### src/rtl/tf_pkg.sv
package tf_pkg;

    typedef enum logic [1:0] {
        DLY_SHORT    = 2'b00,
        DLY_MID      = 2'b01,
        DLY_LONG     = 2'b10,
        DLY_LONG_ALT = 2'b11
    } dly_sel_e;

    typedef enum logic {
        DIR_RELEASE = 1'b0,
        DIR_ATTACK  = 1'b1
    } ramp_dir_e;

    typedef struct packed {
        logic      step;
        ramp_dir_e dir;
    } step_evt_t;

    // Interval length in units of the half-second base period
    function automatic int unsigned interval_mult(dly_sel_e sel);
        case (sel)
            DLY_SHORT: return 1;
            DLY_MID:   return 2;
            default:   return 3;
        endcase
    endfunction

endpackage

### src/rtl/tf_warn_src.sv
module tf_warn_src (
    input  logic clk,
    input  logic rst,
    input  logic src_ext,
    input  logic warn_int,
    input  logic warn_ext_pin,
    output logic warn_eff
);
    logic [1:0] sync_q;
    logic [1:0] rst_hist_q;

    always_ff @(posedge clk) begin
        if (rst) begin
            sync_q     <= '0;
            rst_hist_q <= '0;
        end else begin
            sync_q     <= {sync_q[0], warn_ext_pin};
            rst_hist_q <= {rst_hist_q[0], 1'b1};
        end
    end

    assign warn_eff = src_ext ? sync_q[1] : warn_int;

    // external pin reaches the ramp logic two edges later
    assert_ext_delay_R5: assert property (@(posedge clk) disable iff (rst)
        (src_ext && rst_hist_q[1]) |-> (warn_eff == $past(warn_ext_pin, 2)));

endmodule

### src/rtl/tf_step_timer.sv
module tf_step_timer
    import tf_pkg::*;
#(
    parameter int unsigned CYC_PER_HALF_SEC = 12_000_000
) (
    input  logic      clk,
    input  logic      rst,
    input  logic      en,
    input  logic      warn,
    input  logic [1:0] dly_code,
    input  logic      at_max,
    input  logic      at_zero,
    output step_evt_t evt
);
    localparam int unsigned LEN_MAX = CYC_PER_HALF_SEC * 3;
    localparam int unsigned CNT_W   = $clog2(LEN_MAX + 1);
    localparam logic [CNT_W-1:0] LEN_S = CNT_W'(CYC_PER_HALF_SEC * interval_mult(DLY_SHORT));
    localparam logic [CNT_W-1:0] LEN_M = CNT_W'(CYC_PER_HALF_SEC * interval_mult(DLY_MID));
    localparam logic [CNT_W-1:0] LEN_L = CNT_W'(CYC_PER_HALF_SEC * interval_mult(DLY_LONG));

    logic [CNT_W-1:0] cnt_q;
    logic [CNT_W-1:0] len;
    logic             dir_q;
    logic             idle;
    logic             restart;

    always_comb begin
        case (dly_sel_e'(dly_code))
            DLY_SHORT: len = LEN_S;
            DLY_MID:   len = LEN_M;
            default:   len = LEN_L;
        endcase
    end

    assign idle    = (warn && at_max) || (!warn && at_zero);
    assign restart = !en || (warn != dir_q) || idle;

    always_comb begin
        evt.dir  = warn ? DIR_ATTACK : DIR_RELEASE;
        evt.step = !restart && (cnt_q >= len - 1'b1);
    end

    always_ff @(posedge clk) begin
        if (rst) begin
            cnt_q <= '0;
            dir_q <= 1'b0;
        end else begin
            dir_q <= warn;
            if (restart || evt.step) cnt_q <= '0;
            else                     cnt_q <= cnt_q + 1'b1;
        end
    end

    // elapsed count never runs past the longest interval
    assert_cnt_bound_R7: assert property (@(posedge clk) disable iff (rst)
        cnt_q < LEN_L);

    // a level change of the warning never yields a step on the next edge
    assert_no_early_step_R2: assert property (@(posedge clk) disable iff (rst)
        (en && warn != dir_q) |=> (cnt_q == '0));

endmodule

### src/rtl/tf_atten_acc.sv
module tf_atten_acc
    import tf_pkg::*;
#(
    parameter int unsigned MAX_STEPS = 60,
    localparam int unsigned ATT_W    = $clog2(MAX_STEPS + 1)
) (
    input  logic             clk,
    input  logic             rst,
    input  logic             en,
    input  step_evt_t        evt,
    output logic [ATT_W-1:0] att,
    output logic             at_max,
    output logic             at_zero
);
    localparam logic [ATT_W-1:0] ATT_TOP = ATT_W'(MAX_STEPS);

    logic [ATT_W-1:0] att_q;

    assign att     = att_q;
    assign at_max  = (att_q == ATT_TOP);
    assign at_zero = (att_q == '0);

    always_ff @(posedge clk) begin
        if (rst || !en) begin
            att_q <= '0;
        end else if (evt.step) begin
            if (evt.dir == DIR_ATTACK) att_q <= att_q + 1'b1;
            else                       att_q <= att_q - 1'b1;
        end
    end

    assert_no_overflow_R3: assert property (@(posedge clk) disable iff (rst)
        att_q <= ATT_TOP);

    assert_attack_monotone_R1: assert property (@(posedge clk) disable iff (rst)
        (en && evt.dir == DIR_ATTACK) |=> (att_q >= $past(att_q)));

    assert_release_monotone_R4: assert property (@(posedge clk) disable iff (rst)
        (en && evt.dir == DIR_RELEASE) |=> (att_q <= $past(att_q)));

    assert_disable_clears_R6: assert property (@(posedge clk) disable iff (rst)
        !en |=> (att_q == '0));

endmodule

### src/rtl/thermal_foldback.sv
module thermal_foldback
    import tf_pkg::*;
#(
    parameter int unsigned CYC_PER_HALF_SEC = 12_000_000,
    parameter int unsigned MAX_STEPS        = 60
) (
    input  logic                               clk,
    input  logic                               rst,
    input  logic                               fold_en,
    input  logic                               src_ext,
    input  logic                               warn_int,
    input  logic                               warn_ext_pin,
    input  logic [1:0]                         dly_code,
    output logic [$clog2(MAX_STEPS+1)-1:0]     atten_half_db
);
    localparam int unsigned ATT_W = $clog2(MAX_STEPS + 1);

    logic       warn_eff;
    logic       at_max;
    logic       at_zero;
    step_evt_t  evt;
    logic [ATT_W-1:0] att;

    tf_warn_src u_src (
        .clk          (clk),
        .rst          (rst),
        .src_ext      (src_ext),
        .warn_int     (warn_int),
        .warn_ext_pin (warn_ext_pin),
        .warn_eff     (warn_eff)
    );

    tf_step_timer #(.CYC_PER_HALF_SEC(CYC_PER_HALF_SEC)) u_timer (
        .clk      (clk),
        .rst      (rst),
        .en       (fold_en),
        .warn     (warn_eff),
        .dly_code (dly_code),
        .at_max   (at_max),
        .at_zero  (at_zero),
        .evt      (evt)
    );

    tf_atten_acc #(.MAX_STEPS(MAX_STEPS)) u_acc (
        .clk     (clk),
        .rst     (rst),
        .en      (fold_en),
        .evt     (evt),
        .att     (att),
        .at_max  (at_max),
        .at_zero (at_zero)
    );

    assign atten_half_db = att;

    // reset leaves the output cleared
    assert_reset_zero_R8: assert property (@(posedge clk)
        rst |=> (atten_half_db == '0));

endmodule

### config.mk
export PLATFORM = sky130hd
export DESIGN_NAME = thermal_foldback
export DESIGN_NICKNAME = d
export VERILOG_FILES = /design/src/rtl/tf_pkg.sv /design/src/rtl/tf_warn_src.sv /design/src/rtl/tf_step_timer.sv /design/src/rtl/tf_atten_acc.sv /design/src/rtl/thermal_foldback.sv
export SDC_FILE = /design/constraint.sdc
export NUM_CORES = 1
export LEC_CHECK = 0
export BUFFER_PORTS_ARGS = -buffer_cell sky130_fd_sc_hd__buf_2
export CORE_MARGIN = 4
export CORE_UTILIZATION = 40
export DETAILED_ROUTE_END_ITERATION = 8
export PLACE_DENSITY_LB_ADDON = 0.15
export SLEW_MARGIN = 40
export SYNTH_ARGS = -nofsm -noshare
export SYNTH_HDL_FRONTEND = slang
export SYNTH_HIERARCHICAL = 1
export SYNTH_SLANG_ARGS = --single-unit
### constraint.sdc
create_clock -name clk -period 2.7 [get_ports clk]
set_input_delay 0.675 -clock clk [delete_from_list [all_inputs] [get_ports clk]]
set_output_delay 0.675 -clock clk [all_outputs]
set_load 0.01 [all_outputs]
==> results of run 1 <==
[through the flow]
step	setup TNS, ps	setup WS [ps]
4_1_cts	0	79.2
5_1_grt	-14.0	-14.0
2_1_floorplan	0	42.0
6_report	0	160
3_5_place_dp	-654	-187
3_3_place_gp	-431	-139
[final timing paths]
check / to / cells after the start / startpoint / slack (ps)
setup / recovery: u_acc/att[5] / 12 / dly_code[1] / 160
hold / removal: u_src/sync_q[1] / 1 / u_src/sync_q[0] / 450
setup reg to reg: u_acc/att[4] / 10 / u_timer/cnt_q[0] / 450
hold reg to reg: u_src/sync_q[1] / 1 / u_src/sync_q[0] / 450
[critical path, stage by stage]
cell,delay [ps]
buf_2,120
or2_2,310
ha_1,300
a21oi_1,190
o31ai_2,120
nand4_1,150
nand4_4,80
nor2b_2,170
buf_4,170
a41oi_1,150
o21ai_1,90
a211oi_1,200
[per-layer routing]
| layer | global-route usage | up-vias |
|---|---|---|
| met5 | 0 | - |
| met2 | 0.243 | 26 |
| met1 | 0.186 | 779 |
| li1 | - | 884 |
| met4 | 0.0507 | 0 |
| met3 | 0.0362 | 5 |
[sequential cells by signal (all words and copies together) (netlist names)]
signal,flops
u_timer/dir_q,1
u_timer/cnt_q,26
u_acc/att,6
u_src/sync_q,2
[power groups by stage]
stage / Clock (W) / Combinational, W / Sequential, W
after floorplan: 0 / 0.0000413 / 0.000531
after global placement: 0 / 0.0000583 / 0.000531
after detailed placement: 0 / 0.0000585 / 0.000531
after CTS: 0.000400 / 0.0000587 / 0.000519
after global routing: 0.000429 / 0.0000678 / 0.000519
final: 0.000380 / 0.0000595 / 0.000519
[repair_timing]
item | 4_1_cts | 5_1_grt
resized for setup | 0 | 5
endpoints found under the setup margin | 0 | 3
hold endpoints to repair | 0 | 0
[placed cells by master, fill, tap and decap left out, types with 2 or more instances in the layout]
master,netlist,layout
nor3_1,26,25
nand4_2,2,2
nand4_1,7,7
buf_4,2,6
nor2_1,15,14
nor3_2,8,9
inv_1,5,5
o21ai_0,4,3
ha_1,20,18
nand2_1,19,18
clkbuf_8,0,6
dfxtp_1,35,35
mux2i_1,2,2
or2_2,3,2
xnor2_1,11,11
o31ai_2,1,2
a211oi_1,3,3
and4_1,2,2
and3_1,6,6
nand3_1,11,11
ha_4,0,2
o21ai_1,3,4
a21o_1,2,2
xor2_1,16,16
buf_2,3,13
nor2b_1,4,3
a21oi_1,5,5
[layout make-up]
class | instances | area (µm²)
tap | 70 | 87.6
multi-input combinational | 187 | 1440
sequential | 35 | 701
clock inverter | 1 | 5.00
timing repair buffer | 20 | 130
fill | 484 | 2710
inverter | 6 | 22.5
clock buffer | 6 | 82.6
[cells by family (layout without fill, tap and decap cells)]
kind of cell               Yosys count  count (layout)
buffers and inverters               15              33
and+or+nand+nor                    109             109
DFF                                 35              35
xor gates and xnor gates            27              27
other                                1               1
muxes                                3               3
AOI/OAI and AO/OA                   26              26
adders and majority gates           21              21
==> results.yml, run 1 <==
run_status:
  status: "finished clean"
floorplanning:
  io_pins: 14
  floorplan.initialDensity: 0.418
  dieArea_um2: 6640
  rows: 26
  die_y_um: 81.5
  fp.dieW_um: 81.5
  core_area_um2: 5170
drt:
  dr.pass1.iters: 5
  wl_met1_mm: 2.14
  drt_wl_total_mm: 4.32
  drt-initial-drc-count: 74
  vias_per_cell: 5.21
  route.met2.wl_mm: 1.98
  top_layer: "met4"
  wl_per_cell_um: 13.3
  vias: 1694
  drc_errors: 0
  final_antenna_net_count: 0
  met3_length_um: 142
yosys:
  synth_top_family_by_area: "simple AND/OR/NAND/NOR gates"
  ys.flop_type: "dfxtp_1"
  synth_mux_area_frac: 0.0162
  yosysSeqAreaShare: 0.324
  synth-seq-cells: 35
  synthTopCellsByArea: "dfxtp_1 (32%), ha_1 (12%), xor2_1 (6.5%)"
  synth.yosys.warnings: 6
  synth-xor-area-share: 0.109
  synth_cell_types: 45
  synth_fa_ha_area_frac: 0.125
  synth.most_common_cell: "dfxtp_1"
  synth.largest_area_cell: "dfxtp_1"
  ys_top_cells_by_count: "dfxtp_1 (35), nor3_1 (26), ha_1 (20)"
  syn_nets: 266
  netlist_area_um2: 2160
  synth-edff-count: 0
  synth_compound_area_frac: 0.0840
  netlist_instances: 237
  syn_avg_cell_area_um2: 9.12
  synthSimpleGateAreaFrac: 0.298
  async_reset_ff_frac: 0
  synth_top_area_share: 0.324
clock_network:
  root_buffer: "clkbuf_8"
  cts_setup_buffers: 0
  numCtsBuffers: 5
  ctsHoldBuffers: 0
  clk_latency_ps: 280
  htreeDepth: 2
  cts_sinks: 35
  path_clk_slew_ps: 70
  cts_buffer_depth: 2
  tritoncts: "done"
power:
  p_total_w: 0.000959
  p_int_w: 0.000744
  p_sw_frac: 0.223
  clkPwrFrac: 0.396
  p_per_area_nw_per_um2: 388
  p_switching_w: 0.000214
  p_leak_nw: 0.952
  peakVddDrop_uv: 179
  p_seq_frac: 0.542
  power_frac_comb: 0.062
cells_and_area:
  diodes: 0
  area_growth_pct: 14.2
  fin_area_um2: 2470
  drive_gt1_frac: 0.227
  finalCoreUtilization: 0.477
  fin_nets: 284
  final_cells: 325
setup_path:
  cp_max_fo: 7
  cp.arrival_ps: 2740
  critPathLaunchType: "primary input"
  required_ps: 2900
  crit_type: "in2reg"
  endpoint_kind: "register"
place:
  dpl.cell_count: 318
  dpl_cell_area_um2: 2360
  io_buffer_count: 13
  gp_congestion: 0.844
  dp_hpwl_mm: 3.23
min_path:
  hold_path_class: "reg2reg"
timing:
  setup_violations: 0
  holdWs_ps: 449
  fmax_mhz: 394
  slew_headroom: 0.654
  post-route-period-util: 0.941
  report.final.slew_viol_count: 0
  fin_skew_ps: 5.89
  worst_slew_pin_slew_ps: 515
  final-hold-violation-count: 0
  layout_min_cycle_time_ps: 2540
  grt_setup_unrepaired: "true"
grt:
  grt_pass1_wl_mm: 7.59
  globalRouteOverflowTotal: 0
  antenna_found_initial: 0
  grt.total_usage: 0.147
  grt_pass1_vias: 1688
  grt_start_max_net_pins: 27
job:
  drv_cap: 0
Note: power is estimated with default switching activity, not from simulation.
==> inputs of run 2 (changes only) <==
- MAX_ROUTING_LAYER: not set -> met4
==> run 2 against run 1 <==
Against the previous run: critical path depth did not move; worst setup slack barely moved; non-clock buffer count did not move.
==> results.yml, run 2 (synthesis results as in run 1) <==
run_status:
  status: "finished clean"
setup_path:
  required_ps: 2900
  crit_type: "in2reg"
  cp_max_fo: 7
  cpMaxStageDelayCell: "or2_2"
  r2r_setup_slack_ps: 450
  cpPeakStageDelay_ps: 310
  cp.arrival_ps: 2740
  critPathLaunchType: "primary input"
  endpoint_kind: "register"
  cp_cell_sequence: "buf_2 -> or2_2 -> ha_1 -> a21oi_1 -> o31ai_2 -> nand4_1 -> nand4_4 -> nor2b_2 -> buf_4 -> a41oi_1 -> o21ai_1 -> a211oi_1"
clock_network:
  root_buffer: "clkbuf_8"
  tritoncts: "done"
  htreeDepth: 2
  cts_buffer_depth: 2
  path_clk_slew_ps: 70
  numCtsBuffers: 5
  clk_latency_ps: 280
  cts_sinks: 35
timing:
  layout_min_cycle_time_ps: 2540
  slew_headroom: 0.654
  final-hold-violation-count: 0
  fin_skew_ps: 5.89
  worst_slew_pin_slew_ps: 515
  fin_setup_tns_ps: 0
  post-route-period-util: 0.941
  grt_setup_unrepaired: "true"
  setup_violations: 0
  setup_ws_ps: 160
  holdWs_ps: 449
  fmax_mhz: 394
  report.final.slew_viol_count: 0
place:
  dp_hpwl_mm: 3.23
  place_ws_ps: -187
  gp_congestion: 0.857
  dpl.cell_count: 318
  dpl_cell_area_um2: 2360
  io_buffer_count: 13
floorplanning:
  die_y_um: 81.5
  dieArea_um2: 6640
  floorplan.initialDensity: 0.418
  io_pins: 14
  rows: 26
  core_area_um2: 5170
  fp.dieW_um: 81.5
power:
  p_sw_frac: 0.224
  power_frac_comb: 0.062
  p_seq_frac: 0.542
  p_int_w: 0.000744
  p_per_area_nw_per_um2: 389
  p_switching_w: 0.000214
  clkPwrFrac: 0.396
  p_leak_nw: 0.952
  peakVddDrop_uv: 179
grt:
  globalRouteOverflowTotal: 0
  grt_pass1_wl_mm: 7.59
  antenna_found_initial: 0
  grt_start_max_net_pins: 27
  grt.total_usage: 0.151
  grt_pass1_vias: 1688
drt:
  vias_per_cell: 5.21
  dr.pass1.iters: 5
  wl_per_cell_um: 13.3
  drt_wl_total_mm: 4.32
  final_antenna_net_count: 0
  drt-initial-drc-count: 74
  vias: 1694
  drc_errors: 0
cells_and_area:
  layout_common_cells: "dfxtp_1 (35), nor3_1 (25), nand2_1 (18), ha_1 (18), xor2_1 (16)"
  drive_gt1_frac: 0.227
  final_common_cell: "dfxtp_1"
  fin_area_um2: 2470
  final_cells: 325
  largest_reg_flops: 26
  diodes: 0
  fin_nets: 284
  area_growth_pct: 14.2
  regMostFlops: "u_timer/cnt_q"
  nFillCells: 484
job:
  drv_cap: 0
min_path:
  hold_path_class: "reg2reg"
==> run 2: through the flow <==
stage | utilization | total power [W]
after detailed placement | 0.456 | 0.000589
final | 0.477 | 0.000959
after global routing | 0.477 | 0.00102
after floorplan | - | 0.000572
after CTS | 0.473 | 0.000978
after global placement | 0.456 | 0.000589
==> run 2: area by class of cell <==
type | count | area (µm²) | area share
clock inverter | 1 | 5.00 | 0.00203
inverter | 6 | 22.5 | 0.00913
tap | 70 | 87.6 | 0.0355
multi-input combinational | 187 | 1440 | 0.583
timing repair buffer | 20 | 130 | 0.0527
sequential | 35 | 701 | 0.284
clock buffer | 6 | 82.6 | 0.0335
==> run 2: worst paths after layout <==
| path | start | end | cells past startpoint |
|---|---|---|---|
| setup / recovery | dly_code[1] | u_acc/att[5] | 12 |
| hold / removal | u_src/sync_q[0] | u_src/sync_q[1] | 1 |
| setup reg to reg | u_timer/cnt_q[0] | u_acc/att[4] | 10 |
| hold reg to reg | u_src/sync_q[0] | u_src/sync_q[1] | 1 |
==> run 2: critical path, delay by kind of cell <==
family	cells	cell delay [ps]
adders and majority gates	1	300
buffers and inverters	2	290
and+or+nand+nor	4	710
AOI/OAI and AO/OA	5	750
==> run 2: power groups by stage <==
stage               Sequential [W]  Combinational (W)  Clock, W
floorplan                 0.000531          0.0000413         0
CTS                       0.000519          0.0000587  0.000400
finish                    0.000519          0.0000595  0.000380
global route              0.000519          0.0000678  0.000429
global placement          0.000531          0.0000583         0
detailed placement        0.000531          0.0000585         0
==> run 2: repair_timing <==
action	in CTS	in global routing
hold buffers	0	0
gates resized for setup	0	5
endpoints found under the setup margin	0	3
endpoints found under the hold margin	0	0
setup buffers	0	0
==> run 2: per-layer routing <==
layer	up-vias	GRT usage	part of all wire
li1	884	-	-
met1	779	0.186	0.49
met2	26	0.243	0.46
met3	5	0.0362	0.033
met4	0	0.0507	0.014
met5	-	-	0
==> inputs of run 3 (changes only) <==
- SYNTH_HIERARCHICAL: 1 -> not set
==> run 3 against run 2 <==
Against the previous run: routed wire length decreased by 15%; sequential share of layout area is 1.6 points higher; power decreased by 2.1%; clock skew shrank 2.3 ps; synthesized area down 7.5%; hold slack worse by 11 ps; final area is 5.4% lower; register-to-register slack improved by 100 ps; flip-flop and latch count unchanged; worst setup slack better by 50 ps; largest cell class unchanged; largest power group unchanged.
==> results.yml, run 3 <==
cells_and_area:
  regMostFlops: "u_timer.cnt_q"
  area_growth_pct: 16.8
  final_common_cell: "nor2_1"
  regArea_um2: 701
  final_cells: 327
  layout_common_cells: "nor2_1 (46), dfxtp_1 (35), ha_1 (20)"
  finalCoreUtilization: 0.488
  fin_nets: 288
  drive_gt1_frac: 0.173
  largest_reg_flops: 26
  multi_input_area_um2: 1270
  nFillCells: 479
  diodes: 0
grt:
  grt_pass1_vias: 1462
  antenna_found_initial: 0
  grt_pass1_wl_mm: 6.49
  globalRouteOverflowTotal: 0
  grt_start_max_net_pins: 27
  grt.total_usage: 0.135
timing:
  setup_violations: 0
  final-hold-violation-count: 0
  layout_min_cycle_time_ps: 2490
  fin_skew_ps: 3.60
  grt_setup_unrepaired: "false"
  fmax_mhz: 402
  report.final.slew_viol_count: 0
  post-route-period-util: 0.922
clock_network:
  htreeDepth: 2
  cts_sinks: 35
  tritoncts: "done"
  numCtsBuffers: 5
  cts_setup_buffers: 0
  path_clk_slew_ps: 70
  clk_latency_ps: 280
  cts_buffer_depth: 2
  root_buffer: "clkbuf_8"
yosys:
  synth-seq-cells: 35
  synth.most_common_cell: "nor2_1"
  ys.flop_type: "dfxtp_1"
  syn_avg_cell_area_um2: 8.77
  synthTopCellsByArea: "dfxtp_1 (35%), ha_1 (13%), nor2_1 (8.6%)"
  synth-edff-count: 0
  yosysSeqAreaShare: 0.350
  netlist_area_um2: 2000
  netlist_instances: 228
  synth_top_area_share: 0.350
  ys_top_cells_by_count: "nor2_1 (46), dfxtp_1 (35), ha_1 (20)"
  synth.largest_area_cell: "dfxtp_1"
  async_reset_ff_frac: 0
  synth_cell_types: 41
  synth.yosys.warnings: 0
  syn_nets: 257
drt:
  drt_wl_total_mm: 3.69
  wl_per_cell_um: 11.3
  vias_per_cell: 4.83
  dr.pass1.iters: 4
  vias: 1579
  drc_errors: 0
  drt-initial-drc-count: 44
  final_antenna_net_count: 0
power:
  peakVddDrop_uv: 275
  p_per_area_nw_per_um2: 402
  p_leak_nw: 0.910
  p_total_w: 0.000938
setup_path:
  required_ps: 2920
  critical-path-top-delay-family: "simple AND/OR/NAND/NOR gates"
  cp_cell_sequence: "buf_2 -> or2_2 -> ha_1 -> nand2_1 -> nor4_4 -> nand2_1 -> a41o_1 -> or3_1 -> a21oi_1"
  r2r_setup_slack_ps: 550
  cp-startpoint: "dly_code[1]"
  path_common_cell: "nand2_1"
  r2r-start: "u_src.sync_q[1]"
  cp_max_fo: 4
  path_buf_inv: 1
  cpPeakStageDelay_ps: 340
  cp.arrival_ps: 2710
  endpoint_kind: "register"
  cpMaxStageDelayCell: "or3_1"
  crit_type: "in2reg"
  critPathLaunchType: "primary input"
floorplanning:
  rows: 25
  core_area_um2: 4790
  floorplan.initialDensity: 0.418
  dieArea_um2: 6190
  die_y_um: 78.7
  fp.dieW_um: 78.7
  io_pins: 14
min_path:
  hp-start: "u_src.sync_q[0]"
  hold_path_class: "reg2reg"
place:
  gp_congestion: 0.809
  dp_hpwl_mm: 2.78
  io_buffer_count: 13
  dpl.cell_count: 319
run_status:
  status: "finished clean"
job:
  drv_cap: 0
## run 3: cell types whose count changed after synthesis, moves of 3 or more
cell,change
a21oi_1,+5
buf_6,-3
nand3_1,+3
nor2_1,+31
nor3_1,-25
nor3_2,-8
## run 3: logic make-up (layout without fill, tap and decap cells)
| group | Yosys count | count (layout) | share of synthesized area |
|---|---|---|---|
| fa+ha+maj | 21 | 21 | 0.135 |
| xor+xnor | 29 | 29 | 0.127 |
| mux | 4 | 4 | 0.0207 |
| flops | 35 | 35 | 0.350 |
| other cells | 1 | 1 | 0.00188 |
| simple gates | 104 | 104 | 0.253 |
| buf+inv | 8 | 40 | 0.0169 |
| compound gates | 26 | 26 | 0.0945 |
## run 3: final timing paths
kind                           to  cells after the start
setup / recovery     u_acc.att[5]                      9
hold / removal    u_src.sync_q[1]                      1
setup reg to reg     u_acc.att[5]                      9
hold reg to reg   u_src.sync_q[1]                      1
## run 3: area by class of cell
type                            instances  share of cell area
Inverter                                5             0.00804
Clock buffer                            7              0.0327
Sequential cell                        35               0.300
Multi-Input combinational cell        185               0.543
Timing Repair Buffer                   27              0.0782
Tap cell                               67              0.0359
Clock inverter                          1             0.00214
## run 3: through the flow
step / instance area [µm²] / worst slack [ps] / hold WS [ps] / setup TNS (ps)
after floorplan: 2000 / 159 / 414 / 0
after global placement: 2250 / -42.8 / 422 / -64.1
after detailed placement: 2250 / -105 / 436 / -279
after CTS: 2330 / 206 / 448 / 0
after global routing: 2330 / 21.2 / 476 / 0
final: 2330 / 210 / 438 / 0
## run 3: where the power goes
group | internal (W) | switching [W] | leakage, nW | total, W
Combinational | 0.0000282 | 0.0000297 | 0.585 | 0.0000579
Sequential | 0.000518 | 0.00000100 | 0.282 | 0.000519
Clock | 0.000181 | 0.000180 | 0.0422 | 0.000361
Total | 0.000727 | 0.000211 | 0.910 | 0.000938
## run 3: routing by layer
metal	track usage	part of all wire	routed length (µm)
met1	0.175	0.53	1970
met3	0.0544	0.038	139
met4	0.0262	0.0073	27
met2	0.201	0.42	1550
met5	-	0	0
## run 3: what timing repair did
item / 4_1_cts / 5_1_grt
hold buffers: 0 / 0
resized for setup: 0 / 1
setup endpoints to repair: 0 / 1
